## src/rtl/iso_link_pkg.sv

```systemverilog
package iso_link_pkg;

  // Strobes crossing the barrier: one-cycle pulses, at most one high.
  typedef struct packed {
    logic setPulse;
    logic clrPulse;
  } iso_strobe_t;

  localparam iso_strobe_t STROBE_NONE = '{setPulse: 1'b0, clrPulse: 1'b0};

  function automatic iso_strobe_t levelStrobe(input logic level);
    iso_strobe_t s;
    s.setPulse = level;
    s.clrPulse = ~level;
    return s;
  endfunction

endpackage

```

## src/rtl/iso_edge_encoder.sv

```systemverilog
module iso_edge_encoder
  import iso_link_pkg::*;
#(
  parameter int REFRESH_CYCLES = 50
) (
  input  logic        clk,
  input  logic        rstN,
  input  logic        dataIn,
  input  logic        supplyOk,
  output iso_strobe_t strobeOut
);
  localparam int CW = $clog2(REFRESH_CYCLES + 1);
  localparam logic [CW-1:0] REFRESH_LAST = CW'(REFRESH_CYCLES - 1);

  logic          supplyOkQ;
  logic          levelQ;
  logic [CW-1:0] idleCnt;
  iso_strobe_t   strobeQ;

  always_ff @(posedge clk) begin
    if (!rstN) begin
      supplyOkQ <= 1'b0;
      levelQ    <= 1'b0;
      idleCnt   <= '0;
      strobeQ   <= STROBE_NONE;
    end else begin
      supplyOkQ <= supplyOk;
      if (!supplyOk) begin
        // Going down: one clear strobe on the falling supply, then silence.
        strobeQ <= supplyOkQ ? levelStrobe(1'b0) : STROBE_NONE;
        levelQ  <= 1'b0;
        idleCnt <= '0;
      end else if (!supplyOkQ || (dataIn != levelQ)) begin
        // Power-up or transition: send the present level at once (wins over refresh).
        strobeQ <= levelStrobe(dataIn);
        levelQ  <= dataIn;
        idleCnt <= '0;
      end else if (idleCnt == REFRESH_LAST) begin
        strobeQ <= levelStrobe(levelQ);
        idleCnt <= '0;
      end else begin
        strobeQ <= STROBE_NONE;
        idleCnt <= idleCnt + 1'b1;
      end
    end
  end

  assign strobeOut = strobeQ;

  // first good-supply cycle sends the sampled level.
  a_r8_powerup_level: assert property (@(posedge clk) disable iff (!rstN)
    (supplyOk && !supplyOkQ) |=>
      (strobeOut.setPulse == $past(dataIn)) && (strobeOut.clrPulse == !$past(dataIn)));

  // an idle interval that has run out always yields a strobe.
  a_r4_refresh_due: assert property (@(posedge clk) disable iff (!rstN)
    (supplyOk && supplyOkQ && (dataIn == levelQ) && (idleCnt == REFRESH_LAST)) |=>
      (strobeOut.setPulse || strobeOut.clrPulse));

  // strobes never collide.
  a_r4_single_strobe: assert property (@(posedge clk) disable iff (!rstN)
    $onehot0({strobeOut.setPulse, strobeOut.clrPulse}));

endmodule

```

## src/rtl/iso_latch_decoder.sv

```systemverilog
module iso_latch_decoder
  import iso_link_pkg::*;
#(
  parameter int WATCHDOG_CYCLES = 250
) (
  input  logic        clk,
  input  logic        rstN,
  input  iso_strobe_t strobeIn,
  input  logic        supplyOk,
  output logic        dataOut
);
  localparam int WW = $clog2(WATCHDOG_CYCLES + 1);
  localparam logic [WW-1:0] WD_LAST = WW'(WATCHDOG_CYCLES - 1);

  logic          latchQ;
  logic          expiredQ;
  logic [WW-1:0] gapCnt;
  logic          anyPulse;

  assign anyPulse = strobeIn.setPulse | strobeIn.clrPulse;

  always_ff @(posedge clk) begin
    if (!rstN) begin
      latchQ   <= 1'b0;
      expiredQ <= 1'b1;   // no pulse seen yet counts as expired
      gapCnt   <= '0;
    end else if (!supplyOk) begin
      latchQ   <= 1'b0;
      expiredQ <= 1'b1;
      gapCnt   <= '0;
    end else if (anyPulse) begin
      latchQ   <= ~strobeIn.clrPulse;  // clear wins a tie
      expiredQ <= 1'b0;
      gapCnt   <= '0;
    end else if (!expiredQ) begin
      if (gapCnt == WD_LAST) expiredQ <= 1'b1;
      else                   gapCnt   <= gapCnt + 1'b1;
    end
  end

  assign dataOut = latchQ & ~expiredQ & supplyOk;

  // a set strobe on a powered receiver drives the output high.
  a_r2_set_follows: assert property (@(posedge clk) disable iff (!rstN)
    (supplyOk && strobeIn.setPulse && !strobeIn.clrPulse) |=> (dataOut || !supplyOk));

  // a clear strobe always drives the output low.
  a_r2_clr_follows: assert property (@(posedge clk) disable iff (!rstN)
    strobeIn.clrPulse |=> !dataOut);

  // the last silent cycle of the timeout forces the output low.
  a_r5_watchdog_trip: assert property (@(posedge clk) disable iff (!rstN)
    (supplyOk && !anyPulse && !expiredQ && (gapCnt == WD_LAST)) |=> !dataOut);

endmodule

```

## src/rtl/iso_pulse_channel.sv

```systemverilog
module iso_pulse_channel
  import iso_link_pkg::*;
#(
  parameter int REFRESH_CYCLES  = 50,
  parameter int WATCHDOG_CYCLES = 250
) (
  input  logic clk,
  input  logic rstN,
  input  logic dataIn,
  input  logic txSupplyOk,
  input  logic rxSupplyOk,
  input  logic linkUp,
  output logic dataOut
);
  iso_strobe_t txStrobe;
  iso_strobe_t rxStrobe;

  generate
    if (WATCHDOG_CYCLES <= REFRESH_CYCLES) begin : g_bad_timing
      initial $error("watchdog timeout must exceed refresh interval");
    end
  endgenerate

  iso_edge_encoder #(.REFRESH_CYCLES(REFRESH_CYCLES)) uEnc (
    .clk(clk), .rstN(rstN), .dataIn(dataIn),
    .supplyOk(txSupplyOk), .strobeOut(txStrobe)
  );

  // The barrier: strobes pass only while the link is intact.
  assign rxStrobe = linkUp ? txStrobe : STROBE_NONE;

  iso_latch_decoder #(.WATCHDOG_CYCLES(WATCHDOG_CYCLES)) uDec (
    .clk(clk), .rstN(rstN), .strobeIn(rxStrobe),
    .supplyOk(rxSupplyOk), .dataOut(dataOut)
  );

  // receive lockout keeps the output low.
  a_r7_rx_lockout: assert property (@(posedge clk) disable iff (!rstN)
    !rxSupplyOk |-> !dataOut);

  // second edge after a transmit supply fall, with link up, shows low.
  a_r6_tx_lockout: assert property (@(posedge clk) disable iff (!rstN)
    ($past(txSupplyOk, 3) && !$past(txSupplyOk, 2) && !$past(txSupplyOk) && $past(linkUp))
      |-> !dataOut);

endmodule

```

## config.mk

```make
export PLATFORM = sky130hd
export DESIGN_NAME = iso_pulse_channel
export DESIGN_NICKNAME = d
export VERILOG_FILES = /design/src/rtl/iso_link_pkg.sv /design/src/rtl/iso_edge_encoder.sv /design/src/rtl/iso_latch_decoder.sv /design/src/rtl/iso_pulse_channel.sv
export SDC_FILE = /design/constraint.sdc
export NUM_CORES = 1
export LEC_CHECK = 0
export CORE_UTILIZATION = 40
export DETAILED_ROUTE_END_ITERATION = 10
export GPL_TIMING_DRIVEN = 1
export PLACE_DENSITY = 0.68
export SLEW_MARGIN = 20
export SYNTH_ARGS = -nofsm -noshare
export SYNTH_HDL_FRONTEND = slang
export SYNTH_HIERARCHICAL = 1
export SYNTH_SLANG_ARGS = --single-unit
```

## constraint.sdc

```tcl
create_clock -name clk -period 1.77 [get_ports clk]
set_input_delay 0.177 -clock clk [delete_from_list [all_inputs] [get_ports clk]]
set_output_delay 0.177 -clock clk [all_outputs]
set_load 0.005 [all_outputs]
```

Yosys cells after proc, flatten, opt, wreduce, memory -nomap -nowiden
Cells that the tools add are included.
{"block": "totals", "ff_bits": 20, "in_bits": 6, "output_inout_bits": 1, "wordCells": 39}
{"block": "classes", "n_addsub": 2, "n_eq_ne": 3, "mux": 8, "bitwise": 11, "reduce_logical": 7}
{"cell": "$add A8 B1 Y8 const B", "count": 1}
{"cell": "$eq A8 B8 Y1 const B", "count": 1}
{"cell": "$mux W2", "count": 4}
{"cell": "$not A1 Y1", "count": 8}
{"cell": "$add A6 B1 Y6 const B", "count": 1}
{"cell": "$eq A6 B6 Y1 const B", "count": 1}
{"cell": "$reduce_and A2 Y1", "count": 3}
{"cell": "$mux W1", "count": 4}
{"cell": "$reduce_or A4 Y1", "count": 1}
{"cell": "$reduce_or A3 Y1", "count": 1}
{"cell": "$and A1 B1 Y1", "count": 2}
{"cell": "$logic_not A1 Y1", "count": 1}
{"cell": "$logic_or A1 B1 Y1", "count": 1}
{"cell": "$ne A1 B1 Y1", "count": 1}
{"cell": "$or A1 B1 Y1", "count": 1}

Depth between registers and ports, before layout
{"block": "depth", "depth_word": 4, "depth_mapped": 5, "ltp_nobuf": 5}

By module
The synthesis kept the hierarchy.
{"mod": "iso_latch_decoder", "instances": 1, "cells_each": 52, "area_each_um2": 485.5, "seq_area_each_um2": 200.2}
{"mod": "iso_edge_encoder", "instances": 1, "cells_each": 38, "area_each_um2": 396.6, "seq_area_each_um2": 200.2}
{"mod": "iso_pulse_channel", "instances": 1, "cells_each": 2, "area_each_um2": 12.5, "seq_area_each_um2": 0.0}

Worst setup path after synthesis
Ideal clock, no wire load.
{"block": "synth_timing", "path_kind": "register to register", "startpoint": "register uDec.gapCnt[1]", "endpoint": "register uDec.gapCnt[0]", "setup_time_ns": 0.121, "t_arrival_ns": 1.255, "t_required_ns": 1.649, "setup_slack_ns": 0.394, "stages_incl_launch_ff": 6, "path_buffers": 0, "period_less_slack_ns": 1.376, "cell_sequence": "dfxtp_1 -> inv_1 -> ha_1 -> and3b_1 -> a21oi_2 -> mux2_2"}
{"block": "synth_between", "elab_chain_len": 3}
{"item": "start: declaration", "line_no": "iso_latch_decoder.sv:17", "text": "logic [WW-1:0] gapCnt;"}
{"item": "start signal: assignment", "line_no": "iso_latch_decoder.sv:37", "text": "else gapCnt <= gapCnt + 1'b1;"}
{"item": "$eq A8 B8 Y1", "line_no": "iso_latch_decoder.sv:36", "text": "if (gapCnt == WD_LAST) expiredQ <= 1'b1;"}
{"item": "$not A1 Y1 (no line)"}
{"item": "$reduce_and A2 Y1 (no line)"}
Every way passes these cells.
A chain may end at the register's enable or synchronous reset.

Final worst setup path
{"block": "layout_timing", "startpoint": "register uDec.expiredQ", "endpoint": "output dataOut"}
{"block": "layout_between", "elab_chain_len": 3}
{"item": "start: declaration", "line_no": "iso_latch_decoder.sv:16", "text": "logic expiredQ;"}
{"item": "start signal: assignment", "line_no": "iso_latch_decoder.sv:25", "text": "expiredQ <= 1'b1;"}
{"item": "start signal: assignment", "line_no": "iso_latch_decoder.sv:29", "text": "expiredQ <= 1'b1;"}
{"item": "start signal: assignment", "line_no": "iso_latch_decoder.sv:33", "text": "expiredQ <= 1'b0;"}
{"item": "$not A1 Y1", "line_no": "iso_latch_decoder.sv:41", "text": "assign dataOut = latchQ & ~expiredQ & supplyOk;"}
{"item": "$and A1 B1 Y1 (2 in a row)", "line_no": "iso_latch_decoder.sv:41"}
{"item": "end: declaration", "line_no": "iso_pulse_channel.sv:13", "text": "output logic dataOut"}
Every way passes these cells.

==> impl_metrics.yaml <==
power_and_ir_drop:
  finalPower_uw: 872.5
  powerDensity_mw_per_mm2: 835.1
  peakVddDrop_v: 0.0006233
  power_leakage_nw: 0.3735
global_routing:
  grt_use_total_pct: 14.15
  grt.overflow.total: 0
  grt_use_met1_pct: 15.90
  grt_pass1_vias: 665
  use_met3_pct: 3.738
  grt-busiest-layer: "met2"
  grt_max_degree: 13
  met2_usage_pct: 24.89
  antenna_found_initial: 0
  grt_pass1_wl_mm: 2.635
cts:
  clkLatencyLatePin_ps: 300
  clock_sinks: 20
  hold_buffers: 0
  htree_levels: 1
  cts_resized: 0
  clock_path_buffers: 2
  cts_made_buffers: 3
  cts_tree: "yes"
  clkSlewWorstSetupHoldPaths_ps: 100
  cts_setup_buffers: 0
  cts_root_buf: "clkbuf_4"
worst_setup_path:
  arrival_ps: 1360
  r2r-start: "uDec/gapCnt[1]$_SDFFE_PP0P_"
  setup.worst_path.start_class: "flop"
  r2r-end: "uDec/gapCnt[1]$_SDFFE_PP0P_"
  cp_max_fo: 6
  critPathBufInv: 1
  cp.required_ps: 1590
  critPathKind: "reg -> out"
  reg2reg_slack_ps: 280
  cp_slowest_cell: "clkdlybuf4s50_1"
  rr_worst_depth: 5
  critPathLaunch: "uDec/expiredQ$_SDFF_PN1_"
  crit_family: "buffers and inverters"
  crit_path_end_kind: "output port"
  worstPathCellList: "and3b_1 > clkdlybuf4s50_1"
  cpPeakStageDelay_ps: 490
logic_synthesis:
  yosys.cell_count.top_type: "dfxtp_1"
  synth_cell_types: 31
  synth_edf_count: 0
  syn_area_per_cell_um2: 9.724
  synth_area_leaders: "dfxtp_1, ha_1, nor2_1, xor2_1, nand3b_1"
  yosys_warnings: 6
  synth_flop_cell: "dfxtp_1"
  synth_commonest_cells: "dfxtp_1, nor2_1"
  synth-xor-area-share_pct: 5.874
  synth_cells: 92
  syn-num-nets: 102
  syn_area_um2: 894.6
  synthSimpleGateAreaFrac_pct: 27.83
  netlist.area_leader.share_pct: 44.76
  synth_top_family_by_area: "simple AND/OR/NAND/NOR gates"
  synth_compound_area_share_pct: 11.75
  async_flop_share_pct: 0
  synth-seq-area-share_pct: 44.76
  synth_mux_area_share_pct: 2.517
  synthAdderAreaFrac_pct: 5.594
  synth_seq_cells: 20
  synth.largest_area_cell: "dfxtp_1"
sta:
  hold-worst-slack_ps: 498.7
  tightest_slew_ps: 560.3
  slew_violations: 0
  hold_viol: 0
  final.min_clock_period_ps: 1535
  setup_viol: 0
  fin_skew_ps: 9.925
  rsz0062_at_grt: "no"
  relSlewSlack_pct: 62.61
  setup_tns_ps: 0
  min_period_over_period_pct: 86.73
  fmax_ghz: 0.6514
routing:
  dr_total_vias: 680
  first_pass_iters: 3
  ant_nets: 0
  drt-total-wl_mm: 1.448
  dr.first_iter.drc_count: 2
  drcViolationCount: 0
  vias_per_cell: 5.271
  wl_per_cell_um: 11.22
worst_hold_path:
  min_path_cells: 2
  min-delay-start: "rxSupplyOk"
  hold_path_end: "uDec/expiredQ$_SDFF_PN1_"
  hold_path.class: "in -> reg"
floorplanning:
  io_pins: 7
  start_util_pct: 44.25
  coreArea_mm2: 0.002022
  die_height_um: 49.29
  die_x_um: 49.29
  placementRows: 16
  fp.dieArea_mm2: 0.002430
run_status:
  status: "finished clean"
final_layout:
  fin_nets: 113
  drive_gt1_share_pct: 10.78
  area_delta_synth_final_pct: 16.78
  num_antenna_cells: 0
  fin_util_pct: 51.67
flow_run:
  max_cap_viol_count: 0
placed_design:
  hpwl_mm: 1.114
  finalWeightedCongestion: 0.6992
  io_buffers: 6
==> worst max-delay path by stage <==
stage,slack [ps],endpoint,cells after the start
2_1_floorplan,390,uDec/gapCnt[0]$_SDFFE_PP0P_,5
3_3_place_gp,260,dataOut,3
5_1_grt,130,uEnc/idleCnt[3]$_SDFF_PP0_,4
4_1_cts,210,dataOut,2
6_report,230,dataOut,2
3_5_place_dp,220,dataOut,3
==> power breakdown <==
group	internal (mW)	total, mW	switching [mW]	leakage, nW
logic	0.0255	0.0436	0.0182	0.183
clock network	0.229	0.365	0.137	0.0279
registers	0.457	0.463	0.00598	0.162
total	0.712	0.873	0.161	0.373
==> area by class of cell <==
| cell class | instances | area (um2) |
|---|---|---|
| multi-input cells | 68 | 479.2 |
| fillers | 206 | 977.2 |
| inverters | 3 | 11.26 |
| clock buffers | 3 | 22.52 |
| well taps | 27 | 33.78 |
| repair buffers | 7 | 67.56 |
| flip-flops and latches | 20 | 400.4 |
| clock inverters | 1 | 30.03 |
==> stage by stage <==
| stage | setup slack [ps] | cells | cell area [um2] |
|---|---|---|---|
| finish | 234.9 | 129 | 1045 |
| global route | 134.1 | 129 | 1045 |
| CTS | 213.5 | 129 | 1045 |
| detailed placement | 222.2 | 125 | 992.2 |
| global placement | 264.4 | 125 | 992.2 |
| floorplan | 394.0 | 92 | 894.6 |
==> sequential cells by signal (all words and copies together), names as in the netlist <==
signal          cells
uDec/latchQ         1
uEnc/levelQ         1
uDec/gapCnt         8
uEnc/idleCnt        6
uDec/expiredQ       1
uEnc/strobeOut      2
uEnc/supplyOkQ      1
==> layer usage <==
layer  wire length, um  vias up  part of all wire [%]
met5                 0        -                     0
met1               671      322                    46
li1                  -      351                     -
met2               738        5                    51
met3                31        2                   2.1
met4                 7        0                  0.48
==> layout by cell type (no fill, tap or decap), types with 2 or more instances in the layout <==
| master | count |
|---|---|
| dfxtp_1 | 20 |
| nor2_1 | 12 |
| clkdlybuf4s50_1 | 6 |
| o21ai_0 | 4 |
| or3_1 | 4 |
| a21oi_1 | 4 |
| nand3b_1 | 4 |
| xor2_1 | 4 |
| ha_1 | 4 |
| and2_1 | 3 |
| clkbuf_4 | 3 |
| inv_1 | 3 |
| nand2_1 | 3 |
| and3b_1 | 2 |
| a21oi_2 | 2 |
| mux2_2 | 2 |
| nand3_1 | 2 |
| nand4b_1 | 2 |
| o211ai_1 | 2 |
| xnor2_1 | 2 |
==> cell families after synthesis <==
kind of cell,after synthesis
compound gates,16
xor+xnor,6
fa+ha+maj,4
buf+inv,4
flops,20
mux,2
simple gates,40
==> worst register-to-register path, stage by stage (launching register included) <==
cell and delay, ps:
dfxtp_1 380, inv_1 70, ha_1 160, and3b_1 200
a21oi_2 210, mux2_2 360
(Power assumes the default switching activity.)
